==> src/rtl/addr_div18_pkg.sv <==
package addr_div18_pkg;

  // Offset inside an 18-bit word (0..17) and span lengths (0..8).
  localparam int unsigned OFS_W  = 5;
  localparam int unsigned SPAN_W = 4;
  localparam int unsigned WORD_BITS = 18;
  localparam int unsigned BYTE_BITS = 8;
  // The byte straddles when its offset exceeds this value.
  localparam int unsigned LAST_FIT_OFS = WORD_BITS - BYTE_BITS;

  // Reciprocal of 9 scaled by 2^shift, rounded up.
  function automatic longint unsigned recip9(input int unsigned shift);
    return ((64'd1 << shift) + 64'd8) / 64'd9;
  endfunction

  typedef struct packed {
    logic              straddle;
    logic [OFS_W-1:0]  offset;
    logic [SPAN_W-1:0] span_lo;
    logic [SPAN_W-1:0] span_hi;
  } frag_t;

endpackage

==> src/rtl/addr_div18_rst_sync.sv <==
module addr_div18_rst_sync (
  input  logic clk,
  input  logic rst_n,
  output logic rst_core_n
);

  logic [1:0] sync_q;
  logic [1:0] sync_d;

  always_comb begin
    sync_d = {sync_q[0], 1'b1};
  end

  always_ff @(posedge clk or negedge rst_n) begin
    if (!rst_n) begin
      sync_q <= 2'b00;
    end else begin
      sync_q <= sync_d;
    end
  end

  assign rst_core_n = sync_q[1];

endmodule

==> src/rtl/addr_div18_recip_mul.sv <==
// Stage 1: multiply the byte address by the scaled reciprocal of 9.
module addr_div18_recip_mul #(
  parameter int unsigned ADDR_W      = 17,
  parameter int unsigned MUL_W       = 18,
  parameter int unsigned RECIP_SHIFT = 21
) (
  input  logic                      clk,
  input  logic                      rst_core_n,
  input  logic                      in_valid,
  input  logic [ADDR_W-1:0]         in_addr,
  output logic                      s1_valid,
  output logic [ADDR_W+MUL_W-1:0]   s1_prod,
  output logic [1:0]                s1_addr_lo
);

  localparam int unsigned PROD_W = ADDR_W + MUL_W;
  localparam logic [MUL_W-1:0] MAGIC =
    MUL_W'(addr_div18_pkg::recip9(RECIP_SHIFT));

  logic [PROD_W-1:0] prod_d;
  logic              valid_d;
  logic              ce;

  always_comb begin
    prod_d  = PROD_W'(in_addr) * PROD_W'(MAGIC);
    valid_d = in_valid;
    ce      = in_valid;
  end

  always_ff @(posedge clk or negedge rst_core_n) begin
    if (!rst_core_n) begin
      s1_valid <= 1'b0;
    end else begin
      s1_valid <= valid_d;
    end
  end

  always_ff @(posedge clk) begin
    if (ce) begin
      s1_prod    <= prod_d;
      s1_addr_lo <= in_addr[1:0];
    end
  end

endmodule

==> src/rtl/addr_div18_span_calc.sv <==
// Combinational back end of stage 2: quotient extraction, remainder, spans.
module addr_div18_span_calc
  import addr_div18_pkg::*;
#(
  parameter int unsigned ADDR_W      = 17,
  parameter int unsigned MUL_W       = 18,
  parameter int unsigned RECIP_SHIFT = 21
) (
  input  logic [ADDR_W+MUL_W-1:0] prod,
  input  logic [1:0]              addr_lo,
  output logic [ADDR_W-2:0]       word,
  output frag_t                   frag
);

  localparam int unsigned WORD_W = ADDR_W - 1;
  // Quotient of (4A)/9 = (A*M) >> (RECIP_SHIFT-2)
  localparam int unsigned Q_SHR  = RECIP_SHIFT - 2;

  logic [OFS_W-1:0] pos_lo;
  logic [OFS_W-1:0] q16_lo;
  logic [OFS_W-1:0] q2_lo;
  logic [OFS_W-1:0] rem;
  logic             strad;

  always_comb begin
    word   = WORD_W'(prod >> Q_SHR);
    // Remainder is below 18, so five bits of each term suffice.
    pos_lo = {addr_lo, 3'b000};
    q16_lo = {word[0], 4'b0000};
    q2_lo  = {word[3:0], 1'b0};
    rem    = pos_lo - q16_lo - q2_lo;
    strad  = (rem > OFS_W'(LAST_FIT_OFS));
    frag.offset   = rem;
    frag.straddle = strad;
    frag.span_lo  = strad ? SPAN_W'(OFS_W'(WORD_BITS) - rem) : SPAN_W'(BYTE_BITS);
    frag.span_hi  = strad ? SPAN_W'(rem - OFS_W'(LAST_FIT_OFS)) : '0;
  end

endmodule

==> src/rtl/addr_div18_xlate.sv <==
module addr_div18_xlate
  import addr_div18_pkg::*;
#(
  parameter int unsigned ADDR_W      = 17,
  parameter int unsigned MUL_W       = 18,
  parameter int unsigned RECIP_SHIFT = 21
) (
  input  logic              clk,
  input  logic              rst_n,
  input  logic              in_valid,
  input  logic [ADDR_W-1:0] in_addr,
  output logic              out_valid,
  output logic [ADDR_W-2:0] out_word,
  output logic [4:0]        out_offset,
  output logic              out_straddle,
  output logic [3:0]        out_span_lo,
  output logic [3:0]        out_span_hi
);

  localparam int unsigned PROD_W = ADDR_W + MUL_W;
  localparam int unsigned WORD_W = ADDR_W - 1;

  logic              rst_core_n;
  logic              s1_valid;
  logic [PROD_W-1:0] s1_prod;
  logic [1:0]        s1_addr_lo;
  logic [WORD_W-1:0] word_d;
  frag_t             frag_d;
  logic [WORD_W-1:0] word_q;
  frag_t             frag_q;
  logic              valid_q;
  logic              ce2;

  addr_div18_rst_sync u_rst_sync (
    .clk        (clk),
    .rst_n      (rst_n),
    .rst_core_n (rst_core_n)
  );

  addr_div18_recip_mul #(
    .ADDR_W      (ADDR_W),
    .MUL_W       (MUL_W),
    .RECIP_SHIFT (RECIP_SHIFT)
  ) u_recip_mul (
    .clk        (clk),
    .rst_core_n (rst_core_n),
    .in_valid   (in_valid),
    .in_addr    (in_addr),
    .s1_valid   (s1_valid),
    .s1_prod    (s1_prod),
    .s1_addr_lo (s1_addr_lo)
  );

  addr_div18_span_calc #(
    .ADDR_W      (ADDR_W),
    .MUL_W       (MUL_W),
    .RECIP_SHIFT (RECIP_SHIFT)
  ) u_span_calc (
    .prod    (s1_prod),
    .addr_lo (s1_addr_lo),
    .word    (word_d),
    .frag    (frag_d)
  );

  always_comb begin
    ce2 = s1_valid;
  end

  always_ff @(posedge clk or negedge rst_core_n) begin
    if (!rst_core_n) begin
      valid_q <= 1'b0;
    end else begin
      valid_q <= s1_valid;
    end
  end

  always_ff @(posedge clk) begin
    if (ce2) begin
      word_q <= word_d;
      frag_q <= frag_d;
    end
  end

  assign out_valid    = valid_q;
  assign out_word     = word_q;
  assign out_offset   = frag_q.offset;
  assign out_straddle = frag_q.straddle;
  assign out_span_lo  = frag_q.span_lo;
  assign out_span_hi  = frag_q.span_hi;

endmodule

==> config.mk <==
export PLATFORM = sky130hd
export DESIGN_NAME = addr_div18_xlate
export DESIGN_NICKNAME = d
export VERILOG_FILES = /design/src/rtl/addr_div18_pkg.sv /design/src/rtl/addr_div18_rst_sync.sv /design/src/rtl/addr_div18_recip_mul.sv /design/src/rtl/addr_div18_span_calc.sv /design/src/rtl/addr_div18_xlate.sv
export SDC_FILE = /design/constraint.sdc
export NUM_CORES = 1
export LEC_CHECK = 0
export ABC_CLOCK_PERIOD_IN_PS = 1300
export BUFFER_PORTS_ARGS = -buffer_cell sky130_fd_sc_hd__clkbuf_2
export CAP_MARGIN = 20
export CORE_UTILIZATION = 45
export DETAILED_ROUTE_END_ITERATION = 8
export GPL_TIMING_DRIVEN = 0
export PLACE_DENSITY = 0.6
export SLEW_MARGIN = 0
export SYNTH_ARGS = -nofsm -noshare
export SYNTH_HDL_FRONTEND = slang
export SYNTH_SLANG_ARGS = --single-unit
==> constraint.sdc <==
create_clock -name clk -period 1.3 [get_ports clk]
set_input_delay 0.195 -clock clk [delete_from_list [all_inputs] [get_ports clk]]
set_output_delay 0.195 -clock clk [all_outputs]
set_load 0.01 [all_outputs]
==> impl_metrics.toml, run 1 <==
[placed_design]
dp_slack_ps = -3840
portBuffers = 47
dp_hpwl_mm = 10.8
gp_congestion = 0.921

[run]
timing.max_cap.violations = 0

[cells_and_area]
fin_nets = 901
fin_util = 0.592
drive_gt1_frac = 0.307
area_delta_synth_final_pct = 26.5
antenna_cells = 0

[sta]
max_freq_ghz = 0.216
fin_ws_ps = -3330
tightest_slew_ps = 511
hold_violations = 0
finClkSkew_ps = 1.36
fin_crit_ps = 4630
maxSlewHeadroom = 0.659
setup_viol = 24
slew_violations = 0
min_period_over_period = 3.56
rsz0062_at_grt = "yes"

[drt]
wirelength_mm = 12.9
wire_per_inst_um = 15.3
initialDrtViolationCount = 111
dr.pass1.iters = 6
ant_nets = 0
vias = 4151
drc = 0
viasPerCell = 4.92

[worst_setup_path]
cp-start-kind = "input port"
crit_required_ps = 1330
end_kind = "flip-flop"
crit_fanout = 5
critical_path_class = "in2reg"
cp.arrival_ps = 4670

[global_route]
grt_pass1_vias = 4442
grtUsageTotal = 0.194
grt_max_degree = 27
grt_pass1_wl_mm = 21.5
gr-total-overflow = 0
antenna_found_initial = 0

[logic_synthesis]
synth_cell_types = 42
yosysSeqAreaShare = 0.222
synthAdderAreaFrac = 0.526
synth_area_per_cell_um2 = 10.9
yosysWarnings = 0
yosysTopAreaCell = "ha_1"
synth_area_um2 = 6270
synth_top_area_share = 0.267
synth_top_family_by_area = "adder cells"
yosys_register_bits = 47
synth_area_leaders = "ha_1 (27%), fa_1 (26%), edfxtp_1 (21%)"
async_reset_ff_frac = 0.0851
synthMuxAreaShare = 0
synth_edf_count = 43
synth-compound-area-share = 0.0652
synth_ff_type = "edfxtp_1"
synthCells = 578
synth-simple-area-share = 0.0489
synth_xor_xnor_area_share = 0.0321

[clock_network]
cts_htree_levels = 2
numCtsBuffers = 5
clk_pin_slew_worst_paths_ps = 60
clk-insertion-delay-late_ps = 280
clockBufferDepth = 2
cts_tree = "built"
clock-sinks = 47
cts-root-buf = "clkbuf_16"

[die]
dieArea_um2 = 14400
rows = 42
die_w_um = 120
core-area_um2 = 13400
initial_core_util = 0.468
dieHeight_um = 120
io_pins = 51

[outcome]
failed_checks = "setup timing"
run_status = "complete, but fails checks"

[min_path]
hold_path.class = "reg2async"
[registers in the layout, summed over array words and instances, names as in the netlist]
register	flops
u_recip_mul.s1_valid	1
out_word	16
out_valid	1
out_offset	3
out_span_hi	2
u_recip_mul.s1_prod	17
out_span_lo	3
u_recip_mul.s1_addr_lo	1
out_straddle	1
u_rst_sync.sync_q	2
[synthesized netlist by cell type (2+ instances only)]
cell,count
nand3_1,7
fa_1,81
a21oi_1,20
a31oi_1,2
xnor2_1,14
dfrtp_1,4
ha_1,134
inv_1,166
xor2_1,9
nor2_1,12
a21o_1,6
and3_1,2
nand2_1,20
a21oi_2,5
buf_4,5
o21ai_1,4
nor3_1,3
conb_1,2
nand4_1,7
o211ai_1,4
nand3b_1,3
edfxtp_1,43
o21ai_0,4
a211oi_1,3
[kinds of logic after synthesis]
group | count (synthesis)
buffers and inverters | 171
adders and majority gates | 215
other | 2
and+or+nand+nor | 62
xor gates and xnor gates | 23
AOI/OAI and AO/OA | 58
DFF | 47
[cell type report]
class / count / area, um2
Tap cell: 176 / 220
Fill cell: 1164 / 5460
Clock inverter: 2 / 7.51
Sequential cell: 47 / 1390
Multi-Input combinational cell: 362 / 4920
Clock buffer: 6 / 129
Inverter: 166 / 626
Timing Repair Buffer: 79 / 611
Buffer: 5 / 37.5
[cells in the final DEF, fill, tap and decap left out, types with 4 or more instances in the layout]
master,instances
a21o_1,6
a21oi_1,12
a21oi_2,8
a21oi_4,5
buf_4,35
buf_6,6
clkbuf_16,6
clkbuf_2,33
conb_1,4
edfxtp_1,43
fa_1,71
fa_2,10
ha_1,98
ha_2,4
ha_4,32
inv_1,140
inv_2,25
nand2_1,16
nand3_1,4
nand4_1,7
nor2_1,10
o211ai_1,4
xnor2_1,11
xor2_1,8
[per-layer routing]
metal  up-vias  share of wire  global-route usage
li1       2020              -                   -
met1      2046           0.45               0.250
met2        68           0.51               0.343
met3        17          0.020              0.0171
met4         0          0.024              0.0648
met5         -              0                   0
[final timing paths]
check	to	start	slack [ps]	cells after the start
max in group asynchronous	u_rst_sync.sync_q[0]	rst_n	960	2
hold reg to reg	out_valid	u_rst_sync.sync_q[1]	20	0
hold / removal	out_valid	u_rst_sync.sync_q[1]	20	0
setup reg to reg	out_span_lo[1]	u_recip_mul.s1_prod[21]	-710	7
setup / recovery	u_recip_mul.s1_prod[27]	in_addr[15]	-3330	16
min in group clk	u_recip_mul.s1_prod[1]	in_addr[1]	220	1
[worst max-delay path: stages]
cell,delay (ps)
buf_12,110
fa_2,390
fa_2,560
fa_2,440
inv_2,80
fa_1,450
fa_1,540
inv_2,40
fa_2,580
ha_4,220
a21o_1,180
a211oi_2,250
nand3b_1,130
o221ai_2,210
o21ai_1,120
xor2_1,170
[per-stage QoR]
step / setup TNS [ps] / instance area (um2) / hold slack, ps / std cells
after global routing: -58650 / 7940 / 32.5 / 843
after CTS: -56520 / 7570 / 25.9 / 823
after global placement: -64360 / 7070 / -15.4 / 803
after detailed placement: -65440 / 7070 / -17.3 / 803
final: -56300 / 7940 / 20.3 / 843
after floorplan: -53830 / 6610 / -101 / 580
[timing repair]
item / 4_1_cts / 5_1_grt
pin swaps: 35 / 48
resized for setup: 57 / 66
hold buffers: 1 / 0
endpoints found under the hold margin: 2 / 0
endpoints found under the setup margin: 49 / 24
buffers inserted: 11 / 21
Power of run 1 is left out: the tool's default activity adds up to more than one toggle a clock period on the data nets, which glitch-free logic cannot reach.
==> run 2, diff against run 1 <==
--- a/config.mk
+++ b/config.mk
@@ -12,6 +12,7 @@
 export DETAILED_ROUTE_END_ITERATION = 8
 export GPL_TIMING_DRIVEN = 0
 export PLACE_DENSITY = 0.6
+export REMOVE_ABC_BUFFERS = 1
 export SLEW_MARGIN = 0
 export SYNTH_ARGS = -nofsm -noshare
 export SYNTH_HDL_FRONTEND = slang
==> run 2 against run 1 <==
The flow still finishes with violations (setup timing). Final cell count decreased by 0.47%. Critical path depth unchanged. Non-clock buffer count decreased by 4. First-iteration DRC count increased by 88%. Core utilization increased by 0.28 points. Worst hold slack about the same. Global-route usage decreased by 0.22 points. Highest routed layer unchanged.
==> impl_metrics.toml, run 2 (synthesis results as in run 1) <==
[outcome]
run_status = "complete, but fails checks"
failed_checks = "setup timing"

[drt]
wirelength_mm = 13.1
initialDrtViolationCount = 209
drc = 0
vias = 4186
dr.pass1.iters = 4
ant_nets = 0
viasPerCell = 4.99
wire_per_inst_um = 15.6

[clock_network]
cts-root-buf = "clkbuf_16"
numCtsBuffers = 5
clk_pin_slew_worst_paths_ps = 60
clockBufferDepth = 2
clock-sinks = 47
cts_htree_levels = 2
cts_tree = "built"
clk-insertion-delay-late_ps = 290

[worst_setup_path]
crit_chain = "buf_8 -> fa_2 -> fa_2 -> fa_1 -> inv_2 -> fa_2 -> fa_2 -> inv_2 -> fa_1 -> ha_4 -> a21o_1 -> a211oi_2 -> nand3b_1 -> o221ai_2 -> o21ai_1 -> xor2_1"
cp_common_cell = "fa_2"
critical_path_class = "in2reg"
end_kind = "flip-flop"
crit_buf_inv = 3
cpPeakStageDelay_ps = 600
r2r_start = "u_recip_mul.s1_prod[21]"
cp.depth = 16
critPathSlowestCell = "fa_2"
cp.arrival_ps = 4730
ff2ff_path_depth = 7
reg2reg_slack_ps = -710
r2r_end = "out_span_lo[1]"
crit_required_ps = 1330
crit_fanout = 5
cp-start-kind = "input port"
crit_path_start = "in_addr[14]"
critPathTopFamily = "adder cells"

[sta]
finClkSkew_ps = 6.07
fin_crit_ps = 4700
setup_viol = 24
fin_ws_ps = -3400
rsz0062_at_grt = "yes"
final.setup.tns_ps = -57150
max_freq_ghz = 0.213
slew_violations = 0
min_period_over_period = 3.62
hold_violations = 0
maxSlewHeadroom = 0.650
tightest_slew_ps = 525

[placed_design]
post-place-cells = 798
gp_congestion = 0.904
portBuffers = 47
dp_hpwl_mm = 10.4

[global_route]
gr-total-overflow = 0
grt_pass1_wl_mm = 21.4
grtUsageTotal = 0.192
grt_max_degree = 27
grt_pass1_vias = 4498
antenna_found_initial = 0

[cells_and_area]
fin_cells = 839
layout_common_cells = "inv_1 (143), ha_1 (96), fa_1 (71)"
antenna_cells = 0
drive_gt1_frac = 0.303
layout_commonest_cell = "inv_1"
area_delta_synth_final_pct = 27.1
regMostFlops = "u_recip_mul.s1_prod"
fin_nets = 897
n_fill_cell = 1112
largest_reg_flops = 17

[die]
io_pins = 51
core-area_um2 = 13400
dieArea_um2 = 14400
die_w_um = 120
initial_core_util = 0.468
rows = 42
dieHeight_um = 120

[min_path]
hold_path.class = "reg2async"

[run]
timing.max_cap.violations = 0
==> run 2: changes by cell type in the layout (fill, tap and decap cells not counted), sizes merged <==
| cell | previous run | this run |
|---|---|---|
| buf | 48 | 42 |
| clkbuf | 41 | 42 |
| clkinvlp | 0 | 1 |
==> run 2: area by class of cell <==
type	instances	area, um2	area share
Clock buffer	5	125	0.0157
Timing Repair Buffer	80	631	0.0791
Tap cell	176	220	0.0276
Clock inverter	3	20.0	0.00251
Multi-Input combinational cell	362	4950	0.621
Sequential cell	47	1390	0.175
Inverter	166	633	0.0794
==> run 2: worst max path at each step <==
stage	to	slack, ps
5_1_grt	u_recip_mul.s1_prod[27]	-3520
2_1_floorplan	u_recip_mul.s1_prod[26]	-3620
6_report	u_recip_mul.s1_prod[27]	-3400
4_1_cts	u_recip_mul.s1_prod[26]	-3340
3_3_place_gp	u_recip_mul.s1_prod[27]	-4150
3_5_place_dp	u_recip_mul.s1_prod[27]	-4220
==> run 2: what timing repair did <==
action,in CTS,in global routing
endpoints found under the hold margin,2,0
setup buffers,19,14
endpoints found under the setup margin,49,24
gates resized for setup,106,73
pin swaps,68,44
hold buffers,1,0
==> run 2: per-stage QoR <==
step | cell area, um2 | utilization | setup slack (ps) | hold WS, ps
floorplan | 6240 | - | -3620 | -101
global placement | 6700 | 0.500 | -4150 | -14.3
detailed placement | 6700 | 0.500 | -4220 | -12.6
CTS | 7580 | 0.565 | -3340 | 21.4
global route | 7980 | 0.595 | -3520 | 30.0
finish | 7980 | 0.595 | -3400 | 19.9
==> run 2: per-layer routing <==
metal	GRT usage	share of wire	up-vias
met5	0	0	-
met4	0.0664	0.025	0
met3	0.0147	0.027	25
met2	0.354	0.52	81
met1	0.234	0.43	2057
li1	-	-	2023
Power of run 2 is left out for the same reason.
==> run 3, diff against run 2 <==
--- a/config.mk
+++ b/config.mk
@@ -9,6 +9,7 @@
 export BUFFER_PORTS_ARGS = -buffer_cell sky130_fd_sc_hd__clkbuf_2
 export CAP_MARGIN = 20
 export CORE_UTILIZATION = 45
+export CTS_BUF_LIST = sky130_fd_sc_hd__clkbuf_4 sky130_fd_sc_hd__clkbuf_8
 export DETAILED_ROUTE_END_ITERATION = 8
 export GPL_TIMING_DRIVEN = 0
 export PLACE_DENSITY = 0.6
==> run 3 against run 2 <==
The run still ends with setup timing left. Clock skew is 2.6 ps higher. Core utilization is 0.70 points higher. Die area stayed put. Final cell count is 0.36% higher. Register-to-register slack worse by 20 ps. Highest routed layer unchanged. Critical endpoint unchanged.
==> impl_metrics.toml, run 3 (synthesis results as in run 1) <==
[sta]
fin_ws_ps = -3360
setup_viol = 24
hold_violations = 0
max_freq_ghz = 0.214
slew_violations = 0
fin_crit_ps = 4660
finClkSkew_ps = 8.66
maxSlewHeadroom = 0.651
tightest_slew_ps = 524
rsz0062_at_grt = "yes"
min_period_over_period = 3.59
finalHoldWorstSlack_ps = 20.6

[global_route]
grtUsageTotal = 0.189
grt_max_degree = 27
antenna_found_initial = 0
grt_pass1_wl_mm = 21.1
grt_pass1_vias = 4466
gr-total-overflow = 0

[worst_setup_path]
cp.arrival_ps = 4700
crit_fanout = 5
reg2reg_slack_ps = -730
crit_path_start = "in_addr[14]"
ff2ff_path_depth = 7
critical_path_class = "in2reg"
crit_required_ps = 1340
r2r_start = "u_recip_mul.s1_prod[21]"
r2r_end = "out_span_lo[1]"
end_kind = "flip-flop"
cp-endpoint = "u_recip_mul.s1_prod[27]"
cp-start-kind = "input port"

[drt]
initialDrtViolationCount = 170
drc = 0
viasPerCell = 5.04
wire_per_inst_um = 15.7
dr.pass1.iters = 4
wirelength_mm = 13.2
vias = 4240
ant_nets = 0

[die]
initial_core_util = 0.468
core-area_um2 = 13400
dieArea_um2 = 14400
rows = 42
die_w_um = 120
io_pins = 51
dieHeight_um = 120

[cells_and_area]
fin_nets = 900
drive_gt1_frac = 0.339
fin_cells = 842
fin_util = 0.602
layout_common_cells = "inv_1 (138), ha_1 (94), fa_1 (66)"
layout_commonest_cell = "inv_1"
area_delta_synth_final_pct = 28.6
largest_reg_flops = 17
regMostFlops = "u_recip_mul.s1_prod"
antenna_cells = 0

[placed_design]
portBuffers = 47
gp_congestion = 0.904
post-place-cells = 798
dp_hpwl_mm = 10.4

[outcome]
run_status = "complete, but fails checks"
failed_checks = "setup timing"

[clock_network]
clk-insertion-delay-late_ps = 300
cts_htree_levels = 2
clock-sinks = 47
cts-root-buf = "clkbuf_8"
cts_tree = "built"
numCtsBuffers = 5
clk_pin_slew_worst_paths_ps = 70
clockBufferDepth = 2

[run]
timing.max_cap.violations = 0

[min_path]
hold_path.class = "reg2async"
-- run 3: cell count changes in the layout (fill, tap and decap cells not counted), moves of 4 or more --
cell       delta
buf_4         +6
clkbuf_16     -5
clkbuf_8      +4
fa_1          -5
fa_2          +5
inv_1         -5
inv_2         +5
nand2_1       -6
nand2_2       +6
nand3_2       -4
-- run 3: cell type report --
type	instances	area, um2
Clock buffer	5	68.8
Inverter	166	636
Fill cell	1087	5330
Sequential cell	47	1390
Multi-Input combinational cell	362	5080
Timing Repair Buffer	83	654
Tap cell	176	220
Clock inverter	3	20.0
-- run 3: critical path, stage by stage --
cell and delay [ps]:
buf_8 110, fa_2 400, fa_2 500, fa_2 580, inv_4 50, fa_2 490, fa_2 540, inv_2 40
fa_2 550, ha_4 220, a21o_1 190, a211oi_2 250, nand3b_1 120, o221ai_2 190, o21ai_1 120, xor2_1 150
-- run 3: worst min path at each step --
stage | start | end | cells past startpoint
global route | u_rst_sync.sync_q[1] | out_valid | 0
global placement | rst_n | u_rst_sync.sync_q[1] | 1
floorplan | rst_n | u_rst_sync.sync_q[0] | 0
finish | u_rst_sync.sync_q[1] | out_valid | 0
detailed placement | rst_n | u_rst_sync.sync_q[1] | 1
CTS | u_rst_sync.sync_q[1] | out_valid | 0
-- run 3: metrics by stage --
step,cell area (um2),setup slack [ps],setup TNS [ps]
global route,8070,-3470,-58830
floorplan,6240,-3620,-59260
CTS,7490,-3320,-55800
finish,8070,-3360,-56860
detailed placement,6700,-4220,-71250
global placement,6700,-4150,-69360
-- run 3: metal layers --
layer	GRT usage	routed length, um	vias up
met4	0.0680	318	0
met1	0.232	5720	2107
met5	0	0	-
met2	0.346	6880	79
met3	0.0128	258	24
li1	-	-	2030
-- run 3: timing repair --
action / in CTS / in global routing
pin swaps: 73 / 60
setup endpoints to repair: 49 / 24
resized for setup: 108 / 109
setup buffers: 18 / 18
endpoints found under the hold margin: 2 / 0
hold buffers: 1 / 0
Power of run 3 is left out for the same reason.
